<file path="config.mk">
export PLATFORM = sky130hd
export DESIGN_NAME = copgate_top
export DESIGN_NICKNAME = d
export VERILOG_FILES = /design/src/rtl/copgate_pkg.sv /design/src/rtl/copgate_ctrl.sv /design/src/rtl/copgate_dp.sv /design/src/rtl/copgate_top.sv
export SDC_FILE = /design/constraint.sdc
export NUM_CORES = 1
export LEC_CHECK = 0
export BUFFER_PORTS_ARGS = -buffer_cell sky130_fd_sc_hd__buf_2
export CAP_MARGIN = 20
export CORE_AREA = 2 2 39 41
export DETAILED_ROUTE_END_ITERATION = 10
export DIE_AREA = 0 0 41 43
export MAX_ROUTING_LAYER = met4
export PLACE_DENSITY_LB_ADDON = 0.05
export SLEW_MARGIN = 0
export SYNTH_ARGS = -nofsm -noshare
export SYNTH_HDL_FRONTEND = slang
export SYNTH_SLANG_ARGS = --single-unit
</file>
<file path="constraint.sdc">
create_clock -name clk -period 2.2 [get_ports clk]
set_input_delay 0.44 -clock clk [delete_from_list [all_inputs] [get_ports clk]]
set_output_delay 0.44 -clock clk [all_outputs]
set_load 0.02 [all_outputs]
</file>
<file path="src/rtl/copgate_pkg.sv">
package copgate_pkg;

  // Strobes from the classification control to the output datapath
  typedef struct packed {
    logic instr;     // an instruction is being evaluated this cycle
    logic trapDna;   // a device-not-available condition holds
    logic probePin;  // the error line must be consulted
  } gateStrobe_t;

endpackage

</file>
<file path="src/rtl/copgate_ctrl.sv">
module copgate_ctrl
  import copgate_pkg::*;
(
  input  logic        escStb,
  input  logic        waitStb,
  input  logic        escChkStb,
  input  logic        emBit,
  input  logic        mpBit,
  input  logic        tsBit,
  output gateStrobe_t strb
);

  logic isEsc;
  logic isWait;
  logic emTrap;
  logic switchTrap;
  logic pinWanted;

  // An escape wins when both class strobes arrive together
  assign isEsc  = escStb;
  assign isWait = waitStb & ~escStb;

  // Emulation traps only escapes; monitor plus task-switched traps both
  assign emTrap     = isEsc & emBit;
  assign switchTrap = (isEsc | isWait) & mpBit & tsBit;

  // Error line is tested on checking escapes and on WAIT without emulation
  assign pinWanted = (isEsc & escChkStb) | (isWait & ~emBit);

  always_comb begin
    strb          = '0;
    strb.instr    = isEsc | isWait;
    strb.trapDna  = emTrap | switchTrap;
    strb.probePin = pinWanted & ~(emTrap | switchTrap);
  end

endmodule

</file>
<file path="src/rtl/copgate_dp.sv">
module copgate_dp
  import copgate_pkg::*;
#(
  parameter int VEC_W   = 5,
  parameter int DNA_VEC = 7,
  parameter int ERR_VEC = 16
) (
  input  logic             clk,
  input  logic             rst,
  input  gateStrobe_t      strb,
  input  logic             errN,
  output logic             devNaReq,
  output logic             coprErrReq,
  output logic             proceed,
  output logic [VEC_W-1:0] excVec
);

  localparam logic [VEC_W-1:0] DnaCode = VEC_W'(DNA_VEC);
  localparam logic [VEC_W-1:0] ErrCode = VEC_W'(ERR_VEC);

  logic             pinFault;
  logic             nxtDna;
  logic             nxtErr;
  logic             nxtGo;
  logic [VEC_W-1:0] nxtVec;

  assign pinFault = ~errN;

  always_comb begin
    nxtDna = strb.instr & strb.trapDna;
    nxtErr = strb.instr & strb.probePin & pinFault;
    nxtGo  = strb.instr & ~strb.trapDna & ~nxtErr;
    unique case ({nxtDna, nxtErr})
      2'b10:   nxtVec = DnaCode;
      2'b01:   nxtVec = ErrCode;
      default: nxtVec = '0;
    endcase
  end

  always_ff @(posedge clk) begin
    if (rst) begin
      devNaReq   <= 1'b0;
      coprErrReq <= 1'b0;
      proceed    <= 1'b0;
      excVec     <= '0;
    end else begin
      devNaReq   <= nxtDna;
      coprErrReq <= nxtErr;
      proceed    <= nxtGo;
      excVec     <= nxtVec;
    end
  end

endmodule

</file>
<file path="src/rtl/copgate_top.sv">
module copgate_top
  import copgate_pkg::*;
#(
  parameter int VEC_W   = 5,
  parameter int DNA_VEC = 7,
  parameter int ERR_VEC = 16
) (
  input  logic             clk,
  input  logic             rst,
  input  logic             escStb,
  input  logic             waitStb,
  input  logic             escChkStb,
  input  logic             emBit,
  input  logic             mpBit,
  input  logic             tsBit,
  input  logic             errN,
  output logic             devNaReq,
  output logic             coprErrReq,
  output logic             proceed,
  output logic [VEC_W-1:0] excVec
);

  gateStrobe_t gateStrb;

  copgate_ctrl u_ctrl (
    .escStb    (escStb),
    .waitStb   (waitStb),
    .escChkStb (escChkStb),
    .emBit     (emBit),
    .mpBit     (mpBit),
    .tsBit     (tsBit),
    .strb      (gateStrb)
  );

  copgate_dp #(
    .VEC_W   (VEC_W),
    .DNA_VEC (DNA_VEC),
    .ERR_VEC (ERR_VEC)
  ) u_dp (
    .clk        (clk),
    .rst        (rst),
    .strb       (gateStrb),
    .errN       (errN),
    .devNaReq   (devNaReq),
    .coprErrReq (coprErrReq),
    .proceed    (proceed),
    .excVec     (excVec)
  );

endmodule

</file>
==> impl_metrics.yaml, run 1 <==
die:
  die_h_microns: 43
  core.rowCount: 14
  dieArea_sq_mm: 0.001763
  start_util_pct: 15.64
  core_region_area_sq_mm: 0.001384
  dieWidth_microns: 41
  io_pins: 17
global_routing:
  grt_util_met2_pct: 4.688
  use_met3_pct: 0
  met1_usage_pct: 6.410
  track_usage_pct: 5.139
  grt.busiest_layer: "met4"
  antenna_found_initial: 0
  grt_pass1_vias: 152
  grt_pass1_wl_microns: 531
  grt-ovfl-total: 0
  grt_start_max_net_pins: 6
clock_tree:
  cts.sinks: 5
  cts_root_buf: "clkbuf_4"
  cts_buffer_depth: 2
  htreeDepth: 1
  clk_pin_slew_worst_paths_ns: 0.04
  cts_resized: 0
  holdBufCountCts: 0
  cts_tree: "yes"
  numCtsBuffers: 3
  post_cts_buffers: 0
drt:
  first_pass_iters: 4
  drtIter0Drc: 6
  vias: 184
  drt-total-wl_microns: 398
  drc: 0
  avgRoutedWirePerCell_microns: 7.370
  routed_via_density: 3.407
  drtAntennaViolNets: 0
place:
  place_hpwl_microns: 342.3
  pre_cts_slack_ns: 1.018
  port_buffers: 15
  place_area_sq_um: 289.0
  dp.cells: 50
  gp_congestion: 0.5518
synthesis:
  synthCells: 22
  syn_area_sq_um: 216.5
  synth.area.top_cells: "dfxtp_1, buf_4, nor3_1"
  synth_top_area_cell: "dfxtp_1"
  synth.distinct_cells: 14
  ys_ff_latch: 5
  synth_area_per_cell_sq_um: 9.839
  synth_top_cell_area_share_pct: 46.24
  ys_warn_count: 0
  synth_nets: 31
  yosysSeqAreaShare_pct: 46.24
worst_setup_path:
  end_kind: "output port"
  cp.arrival_ns: 0.72
  crit_path_max_incr_delay_ns: 0.32
  worst-setup-path-type: "flip-flop to output port"
  crit_buf_inv: 1
  critPathLaunchType: "flip-flop"
  worstPathCellList: "buf_2"
  worstPathMaxFanout: 3
  critical_path_required_ns: 1.76
  critPathTopFamily: "flip-flops"
  critPathSlowestCell: "dfxtp_1"
  startpoint: "u_dp.excVec[2]"
cells_and_area:
  mostFrequentLayoutCell: "buf_2"
  final_area_sq_um: 315.3
  area_growth_pct: 45.66
  final_cells: 54
  num_antenna_cells: 0
  mostFrequentLayoutCells: "buf_2, dfxtp_1, clkbuf_4, nor3_1, nor2_1"
  drive_gt1_share_pct: 55.26
  fin_nets: 48
hold_path:
  whs_endpoint: "u_dp.excVec[4]"
  hp-class: "input pin to flip-flop"
  hold_start: "errN"
  holdPathStages: 2
pwr:
  ir_drop_mv: 0.1034
  power_density_mw_per_mm2: 748.3
  p_leak_nw: 0.1612
  fin_total_pwr_mw: 0.2359
sta:
  setup_violations: 0
  finalHoldViolCount: 0
  setup-tns-final_ns: 0
  finalCritPeriodShare_pct: 52.64
  fmaxAchievable_mhz: 863.5
  worst_slack_ns: 1.042
  min_period_ns: 1.158
  final-max-slew-violation-count: 0
  rsz0062_at_grt: "false"
outcome:
  status: "complete, no violations"
job:
  cap_violations: 0
[cell usage after synthesis]
master and number:
o21ba_1 1, o21ai_2 1, dfxtp_1 5, a21oi_1 1
a21o_1 1, conb_1 1, nor3_1 2, buf_4 3
nor2b_2 1, and2b_1 1, nor2_1 2, a21oi_2 1
a32oi_1 1, nor3b_1 1
[through the flow]
stage	hold WS (ns)	util, %
3_3_place_gp	0.6432	20.89
2_1_floorplan	0.5124	-
3_5_place_dp	0.6476	20.89
6_report	0.4001	22.78
4_1_cts	0.3904	22.78
5_1_grt	0.4095	22.78
[worst max path at each step]
stage	to	cells after the start
finish	excVec[2]	1
global route	excVec[1]	1
CTS	excVec[2]	1
detailed placement	u_dp.proceed	4
global placement	u_dp.proceed	4
floorplan	excVec[1]	1
[routing by layer]
layer / part of all wire (%) / up-vias
li1: - / 104
met1: 40 / 67
met2: 44 / 13
met3: 15 / 0
met4: 0 / 0
met5: 0 / -
[report_power, final]
group,total (mW),internal (mW),switching [mW]
clock,0.101,0.0683,0.0329
combinational,0.0386,0.0159,0.0228
sequential,0.0962,0.0952,0.00103
total,0.236,0.179,0.0566
[area by class of cell]
class / count / area (sq um)
clock buffers: 4 / 26.28
multi-input cells: 14 / 93.84
fillers: 163 / 1069
repair buffers: 15 / 75.07
well taps: 16 / 20.02
flip-flops and latches: 5 / 100.1
[sequential cells by signal, indices dropped and copies added (netlist names)]
| name | flops |
|---|---|
| u_dp.coprErrReq | 1 |
| u_dp.proceed | 1 |
| u_dp.excVec | 2 |
| u_dp.devNaReq | 1 |
[cell families after synthesis]
| family | synth area share [%] |
|---|---|
| buf+inv | 10.40 |
| simple gates | 19.08 |
| other cells | 1.732 |
| compound gates | 22.54 |
| flops | 46.24 |
Power figures use the tool's default switching activity.
==> run 2: changes to the inputs <==
clock period = 1.04 ns   (was 2.2 ns; I/O delays follow)
==> run 2 against run 1 <==
Effect of this change: sequential cell count unchanged; critical path depth unchanged; total power increased by 110%; die area unchanged; via count increased by 1.1%; routed wire length decreased by 2.3%; utilization unchanged; final cell count unchanged; sequential share of layout area unchanged; clock power increased by 110%; first-iteration DRC count decreased by 83%; non-clock buffer count unchanged; critical path type unchanged; critical endpoint is now excVec[0]; largest power group unchanged.
==> impl_metrics.yaml, run 2 (synthesized netlist as in run 1, its figures left out) <==
drt:
  drt-total-wl_microns: 389
  drtIter0Drc: 1
  drtAntennaViolNets: 0
  routed_via_density: 3.444
  first_pass_iters: 4
  avgRoutedWirePerCell_microns: 7.204
  vias: 186
  drc: 0
worst_setup_path:
  cp.arrival_ns: 0.72
  critPathSlowestCell: "dfxtp_1"
  crit_buf_inv: 1
  startpoint: "u_dp.excVec[2]"
  critPathLaunchType: "flip-flop"
  worst-setup-path-type: "flip-flop to output port"
  end_kind: "output port"
  critPathTopFamily: "flip-flops"
  critical_path_required_ns: 0.83
  crit_end: "excVec[0]"
  worstPathMaxFanout: 3
  crit_path_max_incr_delay_ns: 0.32
  cp_num_cells: 1
  worstPathCellList: "buf_2"
pwr:
  p_leak_nw: 0.1612
  power_density_mw_per_mm2: 1580
  ir_drop_mv: 0.2294
  fin_total_pwr_mw: 0.4981
clock_tree:
  holdBufCountCts: 0
  cts_buffer_depth: 2
  htreeDepth: 1
  numCtsBuffers: 3
  cts_tree: "yes"
  clk_pin_slew_worst_paths_ns: 0.04
  post_cts_buffers: 0
  cts_root_buf: "clkbuf_4"
  cts_resized: 0
  cts.sinks: 5
cells_and_area:
  regMostFlops: "u_dp.excVec"
  area_growth_pct: 45.66
  drive_gt1_share_pct: 55.26
  fill_cells: 162
  largest_reg_flops: 2
  fin_nets: 48
  num_antenna_cells: 0
  mostFrequentLayoutCell: "buf_2"
  mostFrequentLayoutCells: "buf_2, dfxtp_1, clkbuf_4, nor3_1, nor2_1"
sta:
  final-max-slew-violation-count: 0
  finalCritPeriodShare_pct: 89.18
  min_period_ns: 0.9275
  setup-tns-final_ns: 0
  rsz0062_at_grt: "false"
  setup_violations: 0
  fmaxAchievable_mhz: 1078
  finalHoldViolCount: 0
global_routing:
  grt_pass1_wl_microns: 503
  grt_start_max_net_pins: 6
  antenna_found_initial: 0
  track_usage_pct: 4.933
  grt-ovfl-total: 0
  grt_pass1_vias: 154
die:
  die_h_microns: 43
  start_util_pct: 15.64
  core.rowCount: 14
  core_region_area_sq_mm: 0.001384
  io_pins: 17
  dieWidth_microns: 41
  dieArea_sq_mm: 0.001763
hold_path:
  hp-class: "input pin to flip-flop"
job:
  cap_violations: 0
place:
  place_hpwl_microns: 337.2
  gp_congestion: 0.5451
  port_buffers: 15
outcome:
  status: "complete, no violations"
==> run 2: worst min-delay path by stage <==
stage,start,to,slack (ns),cells past startpoint
finish,errN,u_dp.excVec[4],0.17,2
global route,errN,u_dp.coprErrReq,0.18,2
CTS,errN,u_dp.excVec[4],0.16,2
detailed placement,errN,u_dp.excVec[4],0.41,2
global placement,errN,u_dp.excVec[4],0.41,2
floorplan,rst,u_dp.devNaReq,0.28,1
==> run 2: area by class of cell <==
cell class / instances / area (sq um) / share of cell area, %
Sequential cell: 5 / 100.1 / 31.75
Multi-Input combinational cell: 14 / 93.84 / 29.76
Timing Repair Buffer: 15 / 75.07 / 23.81
Clock buffer: 4 / 26.28 / 8.333
Tap cell: 16 / 20.02 / 6.349
==> run 2: where the power goes <==
group          internal, mW  switching [mW]
Sequential            0.201         0.00224
Clock                 0.144          0.0689
Combinational        0.0336          0.0478
Total                 0.379           0.119
==> run 2: per-layer routing <==
layer | GRT usage, % | routed length (microns) | share of wire [%]
met1 | 4.808 | 156 | 40
met2 | 5.625 | 177 | 46
met3 | 0 | 56 | 14
met4 | 10.00 | 0 | 0
met5 | - | 0 | 0
==> run 2: metrics by stage <==
stage	setup slack (ns)	hold slack (ns)	cells	util, %	area, sq um
6_report	0.1125	0.1679	54	22.78	315.3
5_1_grt	0.06620	0.1781	54	22.78	315.3
4_1_cts	0.09707	0.1575	54	22.78	315.3
3_5_place_dp	0.09455	0.4138	50	20.89	289.0
3_3_place_gp	0.08995	0.4102	50	20.89	289.0
2_1_floorplan	0.2147	0.2804	22	-	216.5
==> run 3: changes to the inputs <==
RECOVER_POWER = 100   (was default)
SLEW_MARGIN = default   (was 0)
==> run 3 against run 2 <==
Effect of this change: global-route usage is the same; clock power is essentially flat; non-clock buffer count unchanged; critical path type unchanged; sequential cell count stayed put.
==> impl_metrics.yaml, run 3 (synthesized netlist as in run 1, its figures left out) <==
sta:
  final-max-slew-violation-count: 0
  finalHoldViolCount: 0
  fmaxAchievable_mhz: 1038
  holdWs_ns: 0.1681
  rsz0062_at_grt: "false"
  min_period_ns: 0.9630
  finalCritPeriodShare_pct: 92.59
  setup_violations: 0
  setup-tns-final_ns: 0
outcome:
  status: "complete, no violations"
global_routing:
  grt_pass1_wl_microns: 503
  use_met3_pct: 0
  grt_start_max_net_pins: 6
  grt.busiest_layer: "met4"
  grt_pass1_vias: 154
  grt_util_met2_pct: 5.625
  track_usage_pct: 4.933
  antenna_found_initial: 0
  grt-ovfl-total: 0
  met1_usage_pct: 4.808
worst_setup_path:
  crit_path_max_incr_delay_ns: 0.30
  end_kind: "output port"
  critPathLaunchType: "flip-flop"
  cp_num_cells: 1
  critPathTopFamily: "flip-flops"
  crit_buf_inv: 1
  crit_end: "devNaReq"
  worstPathMaxFanout: 1
  cp.arrival_ns: 0.75
  critPathSlowestCell: "dfxtp_1"
  worstPathCellList: "clkbuf_1"
  startpoint: "u_dp.devNaReq"
  critical_path_required_ns: 0.83
  worst-setup-path-type: "flip-flop to output port"
clock_tree:
  cts_buffer_depth: 2
  clk_pin_slew_worst_paths_ns: 0.04
  holdBufCountCts: 0
  numCtsBuffers: 3
  post_cts_buffers: 0
  htreeDepth: 1
  cts_tree: "yes"
  cts_resized: 0
  cts.sinks: 5
  cts_root_buf: "clkbuf_4"
drt:
  avgRoutedWirePerCell_microns: 7.426
  routed_via_density: 3.463
  drc: 0
  drtAntennaViolNets: 0
  drt-total-wl_microns: 401
  first_pass_iters: 4
  vias: 187
  drtIter0Drc: 1
cells_and_area:
  mostFrequentLayoutCell: "clkbuf_1"
  mostFrequentLayoutCells: "clkbuf_1, buf_2, dfxtp_1, clkbuf_4, clkbuf_2"
  final_cells: 54
  multi_input_area_sq_um: 90.09
  area_growth_pct: 40.46
  final-seq-area_sq_um: 100.1
  fill_cells: 165
  num_antenna_cells: 0
  final_util_pct: 21.97
  fin_nets: 48
  final_area_sq_um: 304.0
  drive_gt1_share_pct: 36.84
  largest_reg_flops: 2
  regMostFlops: "u_dp.excVec"
die:
  dieWidth_microns: 41
  start_util_pct: 15.64
  dieArea_sq_mm: 0.001763
  core_region_area_sq_mm: 0.001384
  io_pins: 17
  core.rowCount: 14
  die_h_microns: 43
hold_path:
  hp-class: "input pin to flip-flop"
  holdPathStages: 2
place:
  gp_congestion: 0.5451
  port_buffers: 15
  place_area_sq_um: 289.0
  place_hpwl_microns: 337.2
  dp.cells: 50
pwr:
  p_leak_nw: 0.1372
  power_density_mw_per_mm2: 1625
  ir_drop_mv: 0.2268
job:
  cap_violations: 0
run 3: worst min path at each step:
stage / start / slack [ns] / end
floorplan: rst / 0.28 / u_dp.devNaReq
global placement: errN / 0.41 / u_dp.excVec[4]
detailed placement: errN / 0.41 / u_dp.excVec[4]
CTS: errN / 0.16 / u_dp.excVec[4]
global route: errN / 0.18 / u_dp.coprErrReq
finish: errN / 0.17 / u_dp.excVec[4]
run 3: area by class of cell:
cell class	count	share of cell area, %
clock buffers	4	8.642
multi-input cells	14	29.63
well taps	16	6.584
repair buffers	15	22.22
flip-flops and latches	5	32.92
run 3: per-layer routing:
layer / up-vias / share of wire [%]
met2: 13 / 44
met3: 0 / 15
li1: 103 / -
met4: 0 / 0
met5: - / 0
met1: 71 / 41
run 3: power breakdown:
group	internal, mW	switching (mW)
Combinational	0.0296	0.0464
Clock	0.144	0.0696
Sequential	0.201	0.00275
Total	0.375	0.119
run 3: metrics by stage:
step | power (mW) | setup WS [ns]
final | 0.4941 | 0.07703
after floorplan | 0.2607 | 0.2147
after CTS | 0.5111 | 0.09707
after detailed placement | 0.2893 | 0.09455
after global placement | 0.2886 | 0.08995
after global routing | 0.5176 | 0.04302
